$ cat config.mk
export PLATFORM = sky130hd
export DESIGN_NAME = dma_fn_port
export DESIGN_NICKNAME = d
export VERILOG_FILES = /design/src/rtl/dma_fn_pkg.sv /design/src/rtl/dma_fn_decode.sv /design/src/rtl/dma_fn_seq.sv /design/src/rtl/dma_fn_regs.sv /design/src/rtl/dma_fn_port.sv
export SDC_FILE = /design/constraint.sdc
export NUM_CORES = 1
export LEC_CHECK = 0
export BUFFER_PORTS_ARGS = -buffer_cell sky130_fd_sc_hd__buf_2
export CELL_PAD_IN_SITES_DETAIL_PLACEMENT = 0
export CELL_PAD_IN_SITES_GLOBAL_PLACEMENT = 1
export CORE_UTILIZATION = 39
export DETAILED_ROUTE_END_ITERATION = 7
export PLACE_DENSITY = 0.76
export SLEW_MARGIN = 20
export SYNTH_ARGS = -nofsm -noshare
export SYNTH_HDL_FRONTEND = slang
export SYNTH_SLANG_ARGS = --single-unit
$ cat constraint.sdc
create_clock -name clk -period 2.54 [get_ports clk]
set_input_delay 0.254 -clock clk [delete_from_list [all_inputs] [get_ports clk]]
set_output_delay 0.254 -clock clk [all_outputs]
set_load 0.05 [all_outputs]
$ cat src/rtl/dma_fn_pkg.sv
package dma_fn_pkg;
    localparam int AW = 24;
    localparam int CW = 16;
    localparam int PW = 16;
    localparam int MW = 8;

    typedef enum logic [1:0] {ST_IDLE, ST_LOAD, ST_FETCH} seq_state_t;
    typedef enum logic [1:0] {K_NONE, K_LOAD, K_FETCH} op_kind_t;

    typedef struct packed {
        op_kind_t   kind;
        logic [1:0] len;
    } op_info_t;

    localparam logic [3:0] OP_SET_PORT = 4'h0;
    localparam logic [3:0] OP_SET_ADDR = 4'h2;
    localparam logic [3:0] OP_GET_ADDR = 4'h3;
    localparam logic [3:0] OP_SET_CNT  = 4'h4;
    localparam logic [3:0] OP_GET_CNT  = 4'h5;
    localparam logic [3:0] OP_GET_STAT = 4'h6;
    localparam logic [3:0] OP_SET_MODE = 4'h7;
    localparam logic [3:0] OP_SET_ARB  = 4'h8;
    localparam logic [3:0] OP_MASK     = 4'h9;
    localparam logic [3:0] OP_UNMASK   = 4'hA;
    localparam logic [3:0] OP_CLEAR    = 4'hD;
endpackage

$ cat src/rtl/dma_fn_decode.sv
module dma_fn_decode
    import dma_fn_pkg::*;
(
    input  logic [3:0] op,
    output op_info_t   info
);
    always_comb begin
        info = '{kind: K_NONE, len: 2'd0};
        unique case (op)
            OP_SET_PORT: info = '{kind: K_LOAD,  len: 2'd2};
            OP_SET_ADDR: info = '{kind: K_LOAD,  len: 2'd3};
            OP_GET_ADDR: info = '{kind: K_FETCH, len: 2'd3};
            OP_SET_CNT:  info = '{kind: K_LOAD,  len: 2'd2};
            OP_GET_CNT:  info = '{kind: K_FETCH, len: 2'd2};
            OP_GET_STAT: info = '{kind: K_FETCH, len: 2'd1};
            OP_SET_MODE: info = '{kind: K_LOAD,  len: 2'd1};
            OP_SET_ARB:  info = '{kind: K_LOAD,  len: 2'd1};
            default:     info = '{kind: K_NONE,  len: 2'd0};
        endcase
    end
endmodule

$ cat src/rtl/dma_fn_seq.sv
module dma_fn_seq
    import dma_fn_pkg::*;
#(
    parameter int CH_W = 3
) (
    input  logic            clk,
    input  logic            rst_n,
    input  logic            fn_we,
    input  logic [3:0]      fn_op,
    input  logic [CH_W-1:0] fn_ch,
    input  logic            exe_we,
    input  logic            exe_re,
    output seq_state_t      st,
    output logic [3:0]      cur_op,
    output logic [CH_W-1:0] cur_ch,
    output logic [1:0]      ptr,
    output logic            load_hit,
    output logic            fetch_hit
);
    op_info_t        info;
    seq_state_t      st_n;
    logic [3:0]      op_n;
    logic [CH_W-1:0] ch_n;
    logic [1:0]      ptr_n, len_q, len_n;

    dma_fn_decode u_dec (.op(fn_op), .info(info));

    // state register
    always_ff @(posedge clk) begin
        if (!rst_n) begin
            st     <= ST_IDLE;
            cur_op <= '0;
            cur_ch <= '0;
            ptr    <= '0;
            len_q  <= '0;
        end else begin
            st     <= st_n;
            cur_op <= op_n;
            cur_ch <= ch_n;
            ptr    <= ptr_n;
            len_q  <= len_n;
        end
    end

    // next state
    always_comb begin
        st_n  = st;
        op_n  = cur_op;
        ch_n  = cur_ch;
        ptr_n = ptr;
        len_n = len_q;
        if (fn_we) begin
            op_n  = fn_op;
            ch_n  = fn_ch;
            ptr_n = 2'd0;
            len_n = info.len;
            unique case (info.kind)
                K_LOAD:  st_n = ST_LOAD;
                K_FETCH: st_n = ST_FETCH;
                default: st_n = ST_IDLE;
            endcase
        end else begin
            unique case (st)
                ST_LOAD: if (exe_we) begin
                    if (ptr == len_q - 2'd1) begin
                        st_n  = ST_IDLE;
                        ptr_n = 2'd0;
                    end else begin
                        ptr_n = ptr + 2'd1;
                    end
                end
                ST_FETCH: if (exe_re) begin
                    if (ptr == len_q - 2'd1) begin
                        st_n  = ST_IDLE;
                        ptr_n = 2'd0;
                    end else begin
                        ptr_n = ptr + 2'd1;
                    end
                end
                default: st_n = ST_IDLE;
            endcase
        end
    end

    // outputs
    always_comb begin
        load_hit  = 1'b0;
        fetch_hit = 1'b0;
        unique case (st)
            ST_LOAD:  load_hit  = exe_we;
            ST_FETCH: fetch_hit = exe_re;
            default: ;
        endcase
    end
endmodule

$ cat src/rtl/dma_fn_regs.sv
module dma_fn_regs
    import dma_fn_pkg::*;
#(
    parameter int NCH  = 8,
    parameter int CH_W = 3
) (
    input  logic             clk,
    input  logic             rst_n,
    input  logic             fn_we,
    input  logic [3:0]       fn_op,
    input  logic [CH_W-1:0]  fn_ch,
    input  logic             load_hit,
    input  logic [3:0]       cur_op,
    input  logic [CH_W-1:0]  cur_ch,
    input  logic [1:0]       ptr,
    input  logic [7:0]       wdata,
    output logic [7:0]       rd_byte,
    output logic [NCH*AW-1:0] ch_addr,
    output logic [NCH*CW-1:0] ch_count,
    output logic [NCH*PW-1:0] ch_port,
    output logic [NCH*MW-1:0] ch_mode,
    output logic [NCH-1:0]    ch_mask
);
    logic [AW-1:0] addr_r  [NCH];
    logic [CW-1:0] count_r [NCH];
    logic [PW-1:0] port_r  [NCH];
    logic [MW-1:0] mode_r  [NCH];
    logic [NCH-1:0] mask_r;

    always_ff @(posedge clk) begin
        if (!rst_n) begin
            for (int c = 0; c < NCH; c++) begin
                addr_r[c]  <= '0;
                count_r[c] <= '0;
                port_r[c]  <= '0;
                mode_r[c]  <= '0;
            end
            mask_r <= '1;
        end else begin
            for (int c = 0; c < NCH; c++) begin
                if (fn_we) begin
                    if (fn_op == OP_CLEAR) begin
                        mask_r[c] <= 1'b1;
                        mode_r[c] <= '0;
                    end else if (fn_op == OP_MASK && fn_ch == CH_W'(c)) begin
                        mask_r[c] <= 1'b1;
                    end else if (fn_op == OP_UNMASK && fn_ch == CH_W'(c)) begin
                        mask_r[c] <= 1'b0;
                    end
                end
                if (load_hit && cur_ch == CH_W'(c)) begin
                    case (cur_op)
                        OP_SET_ADDR: addr_r[c][{ptr, 3'b000} +: 8]     <= wdata;
                        OP_SET_CNT:  count_r[c][{ptr[0], 3'b000} +: 8] <= wdata;
                        OP_SET_PORT: port_r[c][{ptr[0], 3'b000} +: 8]  <= wdata;
                        OP_SET_MODE: mode_r[c] <= wdata;
                        default: ;
                    endcase
                end
            end
        end
    end

    always_comb begin
        rd_byte = 8'h00;
        case (cur_op)
            OP_GET_ADDR: rd_byte = addr_r[cur_ch][{ptr, 3'b000} +: 8];
            OP_GET_CNT:  rd_byte = count_r[cur_ch][{ptr[0], 3'b000} +: 8];
            OP_GET_STAT: rd_byte = 8'(mask_r);
            default: ;
        endcase
    end

    for (genvar g = 0; g < NCH; g++) begin : g_flat
        assign ch_addr[g*AW +: AW]  = addr_r[g];
        assign ch_count[g*CW +: CW] = count_r[g];
        assign ch_port[g*PW +: PW]  = port_r[g];
        assign ch_mode[g*MW +: MW]  = mode_r[g];
    end
    assign ch_mask = mask_r;
endmodule

$ cat src/rtl/dma_fn_port.sv
module dma_fn_port
    import dma_fn_pkg::*;
#(
    parameter int              NCH     = 8,
    parameter int              ADDR_W  = 8,
    parameter logic [ADDR_W-1:0] FN_OFS  = ADDR_W'(8'h18),
    parameter logic [ADDR_W-1:0] EXE_OFS = ADDR_W'(8'h1A)
) (
    input  logic                clk,
    input  logic                rst_n,
    input  logic [ADDR_W-1:0]   io_addr,
    input  logic                io_wr,
    input  logic                io_rd,
    input  logic [7:0]          io_wdata,
    output logic [7:0]          io_rdata,
    output logic [NCH*AW-1:0]   ch_addr,
    output logic [NCH*CW-1:0]   ch_count,
    output logic [NCH*PW-1:0]   ch_port,
    output logic [NCH*MW-1:0]   ch_mode,
    output logic [NCH-1:0]      ch_mask
);
    localparam int CH_W = (NCH > 1) ? $clog2(NCH) : 1;

    logic            fn_we, exe_we, exe_re, load_hit, fetch_hit;
    seq_state_t      st;
    logic [3:0]      cur_op;
    logic [CH_W-1:0] cur_ch;
    logic [1:0]      ptr;
    logic [7:0]      rd_byte;

    assign fn_we  = io_wr && (io_addr == FN_OFS);
    assign exe_we = io_wr && (io_addr == EXE_OFS);
    assign exe_re = io_rd && (io_addr == EXE_OFS);

    dma_fn_seq #(.CH_W(CH_W)) u_seq (
        .clk(clk), .rst_n(rst_n), .fn_we(fn_we), .fn_op(io_wdata[7:4]),
        .fn_ch(io_wdata[CH_W-1:0]), .exe_we(exe_we), .exe_re(exe_re),
        .st(st), .cur_op(cur_op), .cur_ch(cur_ch), .ptr(ptr),
        .load_hit(load_hit), .fetch_hit(fetch_hit)
    );

    dma_fn_regs #(.NCH(NCH), .CH_W(CH_W)) u_regs (
        .clk(clk), .rst_n(rst_n), .fn_we(fn_we), .fn_op(io_wdata[7:4]),
        .fn_ch(io_wdata[CH_W-1:0]), .load_hit(load_hit), .cur_op(cur_op),
        .cur_ch(cur_ch), .ptr(ptr), .wdata(io_wdata), .rd_byte(rd_byte),
        .ch_addr(ch_addr), .ch_count(ch_count), .ch_port(ch_port),
        .ch_mode(ch_mode), .ch_mask(ch_mask)
    );

    assign io_rdata = fetch_hit ? rd_byte : 8'h00;
endmodule

==> results of run 1 <==
==> final timing paths <==
| path | from | end | cells past startpoint |
|---|---|---|---|
| worst max-delay path | register | io_rdata[5] | 9 |
| worst max register to register | u_seq.st[0] | u_regs.addr_r[2][12] | 7 |
| worst min-delay path | io_wdata[7] | u_seq.cur_op[3] | 3 |
| worst min register to register | u_seq.len_q[0] | u_seq.len_q[0] | 2 |
==> stage by stage <==
stage | hold WS [ns] | cell area, µm² | setup TNS [ns] | setup WS (ns)
2_1_floorplan | 0.4494 | 22550 | -2.768 | -0.1140
4_1_cts | 0.003888 | 29750 | -3.317 | -0.4581
5_1_grt | 0.02994 | 29820 | -3.707 | -0.5167
6_report | 0.03497 | 29820 | -3.044 | -0.4506
3_5_place_dp | 0.4719 | 27400 | -0.02470 | -0.02470
3_3_place_gp | 0.4668 | 27400 | 0 | 0.02546
==> per-layer routing <==
metal,track usage,part of all wire,wire length (µm)
met2,0.4750,0.48,41560
met3,0.06890,0.097,8455
met4,0.1029,0.034,2926
met1,0.3818,0.39,34070
met5,0,0.00032,28
==> cell usage in the layout (no fill, tap or decap), drive strengths merged, types with 20 or more instances in the layout <==
cell	netlist	layout
clkbuf	74	68
nand2	131	131
buf	31	743
inv	18	20
clkinv	1	27
mux4	36	36
edfxtp	512	512
nor3	20	20
nand2b	21	21
nand3	22	22
o21ai	51	51
a22oi	44	44
and2	50	50
nor2	385	385
dfxtp	24	24
mux2i	93	93
==> worst max-delay path, cell delays in order (launching register included) <==
cell       delay [ns]
dfxtp_4          0.37
buf_12           0.14
buf_12           0.15
mux4_2           0.54
nand2b_1         0.10
a21oi_1          0.06
buf_4            0.16
a31oi_4          0.19
o2111ai_4        0.19
buf_6            0.22
==> registers in the layout, summed over array words and instances, names as in the netlist, named ones only <==
| register | count |
|---|---|
| u_seq.ptr | 2 |
| u_regs.ch_mask | 8 |
| u_seq.len_q | 2 |
| u_regs.count_r | 128 |
| u_seq.cur_ch | 3 |
| u_regs.addr_r | 192 |
| u_regs.port_r | 128 |
| u_regs.mode_r | 64 |
| u_seq.st | 2 |
| u_seq.cur_op | 4 |
==> timing repair <==
action	CTS	global route
gates resized for setup	56	22
setup endpoints to repair	8	62
cloned	3	0
pin swaps	11	10
setup buffers	7	0
hold buffers	0	0
==> cell families (layout without fill, tap and decap cells) <==
| group | Yosys count | count (layout) | share of synthesized area |
|---|---|---|---|
| other | 0 | 1 | 0 |
| XOR/XNOR | 1 | 1 | 0.0003893 |
| adder cells (fa/ha/maj) | 10 | 10 | 0.005560 |
| AO/OA/AOI/OAI | 159 | 159 | 0.04648 |
| flip-flops | 536 | 536 | 0.7046 |
| AND/OR/NAND/NOR | 697 | 697 | 0.1405 |
| multiplexers | 134 | 134 | 0.07990 |
| buffers and inverters | 124 | 868 | 0.02257 |
==> power breakdown <==
group	leakage, nW	switching (mW)	internal (mW)
clock network	0.920	3.56	4.93
registers	5.35	0.253	10.0
logic	5.20	1.83	0.424
==> cell type report <==
type	instances	area, µm²	share of cell area
Multi-Input combinational cell	1001	6452	0.2163
Antenna cell	1	2.502	0.00008390
Clock buffer	68	1468	0.04921
Inverter	19	71.32	0.002391
Clock inverter	36	400.4	0.01342
Sequential cell	536	15870	0.5319
Tap cell	756	945.9	0.03172
Timing Repair Buffer	745	4619	0.1549
==> flow_metrics.tcl, run 1 <==
set metrics [dict create \
    ys_seq_area_frac 0.7046 \
    final-instance-count-excl-fill 3162 \
    crit_path_start_kind "register" \
    cts_max_level 2 \
    synth_ff_type "edfxtp_1" \
    io-pin-count 548 \
    crit_fanout 7 \
    setup_ws_ns -0.4506 \
    path_class "reg2out" \
    cp.arrival_ns 2.74 \
    wirelength_mm 87.04 \
    async_flop_share 0 \
    syn2layout_area_growth_pct 32.54 \
    yosysUniqueCellTypes 56 \
    p_per_area_nw_per_um2 704.5 \
    gp_congestion 0.9601 \
    clk_latency_ns 0.63 \
    start_util 0.3968 \
    cts_buffers 57 \
    rrSetupSlack_ns 0.09 \
    synth-edff-count 512 \
    worst_pin_slew_ns 0.7662 \
    synth_top_area_share 0.6832 \
    violations "setup timing" \
    worstPathRequired_ns 2.29 \
    die_x_um 242.2 \
    drtAntennaViolNets 0 \
    finClkSkew_ns 0.01852 \
    hold_viol_final 0 \
    cts_root_buf "clkbuf_16" \
    antenna_found_initial 4 \
    drt-pass1-iter-count 5 \
    cts_tree "yes" \
    fillCellCount 4863 \
    die-area_um2 58660 \
    vias 17407 \
    relSlewSlack 0.4879 \
    utilization 0.5259 \
    avgSynthCellArea_um2 13.55 \
    fp.dieH_um 242.2 \
    period_needed_ns 2.991 \
    final_layout_size_suffix_gt1_frac 0.3929 \
    cap_violations 0 \
    maxSlewViolCount 0 \
    drtIter0Drc 2103 \
    grt_pass1_vias 17150 \
    ys_seq_elements 536 \
    track_usage 0.2918 \
    placementRows 87 \
    hold_path_class "in2reg" \
    vias_per_cell 5.505 \
    synth_area_leader_cell "edfxtp_1" \
    core_area_um2 56710 \
    syn_nets 1691 \
    power.total_mw 21.01 \
    clk_path_buf_depth 3 \
    power.leakage_nw 11.47 \
    status "complete, but fails checks" \
    synth_common_cells "edfxtp_1, nor2_1, nand2_1" \
    cp-end-kind "output port" \
    dp.cells 3048 \
    timing.final.crit_share 1.177 \
    dp_hpwl_mm 65.41 \
    cts.sinks 536 \
    yosysMostFrequentCell "edfxtp_1" \
    grt_max_degree 89 \
    irDropWorstVdd_mv 0.5005 \
    rsz0062_at_grt "yes" \
    clkTransAtPathRegs_ns 0.06 \
    finalSetupViolations 8 \
    grt_pass1_wl_mm 122.2 \
    route.detailed.drc 0 \
    port_buffers 547 \
    grt-ovfl-total 0 \
    wl_per_cell_um 27.53 \
    max_freq_ghz 0.3344 \
    ys_warn_count 0 \
    synth_cells 1661 \
    synthesis.area_um2 22500 \
    synth.area.top_cells "edfxtp_1, nor2_1, mux2i_1, mux4_2, dfxtp_1" \
    layout.nets 2390 \
]
Note: power is estimated with default switching activity, not from simulation.
==> inputs of run 2 (changes only) <==
--- a/config.mk
+++ b/config.mk
@@ -5,10 +5,11 @@
 export SDC_FILE = /design/constraint.sdc
 export NUM_CORES = 1
 export LEC_CHECK = 0
+export ABC_AREA = 1
 export BUFFER_PORTS_ARGS = -buffer_cell sky130_fd_sc_hd__buf_2
 export CELL_PAD_IN_SITES_DETAIL_PLACEMENT = 0
 export CELL_PAD_IN_SITES_GLOBAL_PLACEMENT = 1
-export CORE_UTILIZATION = 39
+export CORE_UTILIZATION = 37
 export DETAILED_ROUTE_END_ITERATION = 7
 export PLACE_DENSITY = 0.76
 export SLEW_MARGIN = 20
==> flow_metrics.tcl, run 2 <==
set metrics [dict create \
    grt-ovfl-total 0 \
    synth_common_cells "nor2_1, edfxtp_1, nand2_1" \
    relSlewSlack 0.4216 \
    syn_nets 2264 \
    drtAntennaViolNets 0 \
    hold_viol_final 0 \
    maxSlewViolCount 0 \
    placementRows 91 \
    cts_buffers 57 \
    cap_violations 0 \
    power.leakage_nw 13.21 \
    cp.arrival_ns 2.56 \
    timing.final.crit_share 1.106 \
    synthesis.area_um2 23230 \
    vias_per_cell 5.205 \
    setup_ws_ns -0.2702 \
    yosysUniqueCellTypes 31 \
    rrSetupSlack_ns 0.15 \
    largest_reg_flops 192 \
    grt_pass1_wl_mm 130.8 \
    worst_pin_slew_ns 0.8649 \
    cts_root_buf "clkbuf_16" \
    setup_tns_ns -1.815 \
    finClkSkew_ns 0.06363 \
    crit_fanout 9 \
    hold_path_class "in2reg" \
    synth_top_area_share 0.6619 \
    port_buffers 547 \
    hold_buffers 0 \
    comb_power_share 0.112 \
    drt-pass1-iter-count 5 \
    violations "setup timing" \
    p_per_area_nw_per_um2 690.2 \
    clk_path_buf_depth 3 \
    avgSynthCellArea_um2 10.40 \
    gp_congestion 0.9435 \
    async_flop_share 0 \
    utilization 0.4935 \
    grt_pass1_vias 18825 \
    final_common_cell "buf_2" \
    route.detailed.drc 0 \
    drtIter0Drc 2064 \
    regMostFlops "u_regs.addr_r" \
    wirelength_mm 93.02 \
    ys_seq_elements 536 \
    cts_tree "yes" \
    clockPowerShare 0.403 \
    ys_seq_area_frac 0.6825 \
    io-pin-count 548 \
    fp.dieH_um 252.6 \
    cts_max_level 2 \
    core_area_um2 61830 \
    synth-edff-count 512 \
    power.internal_mw 15.26 \
    clkTransAtPathRegs_ns 0.07 \
    max_freq_ghz 0.3558 \
    pwr-share-seq 0.485 \
    synth_area_leader_cell "edfxtp_1" \
    synth.area.top_cells "edfxtp_1, nor2_1, nand2_1, nand3_1, inv_1" \
    rsz0062_at_grt "yes" \
    final_cell_mix "buf_2, nor2_1, edfxtp_1, nand2_1, nand3_1" \
    wl_per_cell_um 24.68 \
    vias 19617 \
    crit_path_start_kind "register" \
    period_needed_ns 2.810 \
    cp-end-kind "output port" \
    antenna_found_initial 1 \
    ys_warn_count 0 \
    finalSetupViolations 8 \
    track_usage 0.2852 \
    final_layout_size_suffix_gt1_frac 0.3174 \
    biggestRegsByFlops "u_regs.addr_r x192, u_regs.count_r x128, u_regs.port_r x128" \
    synth_cells 2234 \
    layout.nets 2915 \
    syn2layout_area_growth_pct 31.34 \
    dp_hpwl_mm 68.57 \
    switching_share 0.2752 \
    die-area_um2 63790 \
    worstPathRequired_ns 2.29 \
    irDropWorstVdd_mv 0.5764 \
    status "complete, but fails checks" \
    start_util 0.3757 \
    die_x_um 252.6 \
    synth_ff_type "edfxtp_1" \
    cts.sinks 536 \
    yosysMostFrequentCell "nor2_1" \
    grt_max_degree 50 \
    path_class "reg2out" \
    clk_latency_ns 0.66 \
    p_sw_mw 5.795 \
]
## run 2: power groups by stage
stage / Clock (mW) / Sequential, mW / Combinational [mW]
final: 8.49 / 10.2 / 2.35
after global routing: 8.86 / 10.2 / 2.44
after CTS: 8.56 / 10.2 / 2.35
after detailed placement: 0 / 10.4 / 2.33
after global placement: 0 / 10.4 / 2.32
after floorplan: 0 / 11.6 / 0.363
## run 2: final cells by class
type,count,area (µm²)
timing repair buffer,714,4539
multi-input combinational,1410,6499
timing repair inverter,1,16.27
fill,5680,31320
clock buffer,64,1453
tap,837,1047
sequential,536,15870
inverter,165,635.6
clock inverter,40,450.4
antenna,2,5.005
## run 2: critical path: stages (launching register included)
cell	delay, ns
dfxtp_4	0.36
buf_4	0.14
buf_16	0.16
buf_12	0.14
nand2_1	0.05
nand3_1	0.10
nand3_2	0.15
nand2_2	0.10
nand2_1	0.09
nand2_2	0.09
a21oi_2	0.17
a21oi_2	0.07
buf_4	0.17
buf_12	0.14
## run 2: worst paths after layout
path	start	to	depth (start not counted)
setup / recovery	register	io_rdata[0]	13
hold / removal	io_wdata[2]	u_regs.ch_mask[2]	4
setup reg to reg	u_seq.ptr[1]	u_regs.addr_r[6][9]	7
hold reg to reg	u_seq.len_q[0]	u_seq.len_q[0]	2
## run 2: timing repair
action,CTS,global route
setup buffers,7,0
cloned,9,1
endpoints found under the setup margin,8,8
hold endpoints to repair,0,0
resized for setup,83,26
pin swaps,23,9
## run 2: logic make-up after synthesis
logic type / after synthesis / share of synthesized area
adders and majority gates: 10 / 0.005386
DFF: 536 / 0.6825
and+or+nand+nor: 1252 / 0.2263
AOI/OAI and AO/OA: 147 / 0.03377
buffers and inverters: 288 / 0.05160
xor gates and xnor gates: 1 / 0.0003771
## run 2: per-stage QoR
stage / hold slack, ns / instance area [µm²] / power [mW] / setup WS (ns) / std cells
after floorplan: 0.4324 / 23230 / 11.92 / -0.09834 / 2234
after global placement: 0.4777 / 27870 / 12.72 / 0.07693 / 3647
after detailed placement: 0.4833 / 27870 / 12.73 / 0.05903 / 3647
after CTS: 0.06863 / 30410 / 21.12 / -0.2564 / 3767
after global routing: 0.1116 / 30510 / 21.54 / -0.3371 / 3767
final: 0.06881 / 30510 / 21.06 / -0.2702 / 3769
## run 2: layer usage
layer	share of wire	global-route usage	wire (µm)	vias up
met5	0	0	0	-
met2	0.48	0.4679	44340	1072
met4	0.034	0.09403	3148	0
met3	0.11	0.07549	9827	165
met1	0.38	0.3654	35700	9636
li1	-	-	-	8744
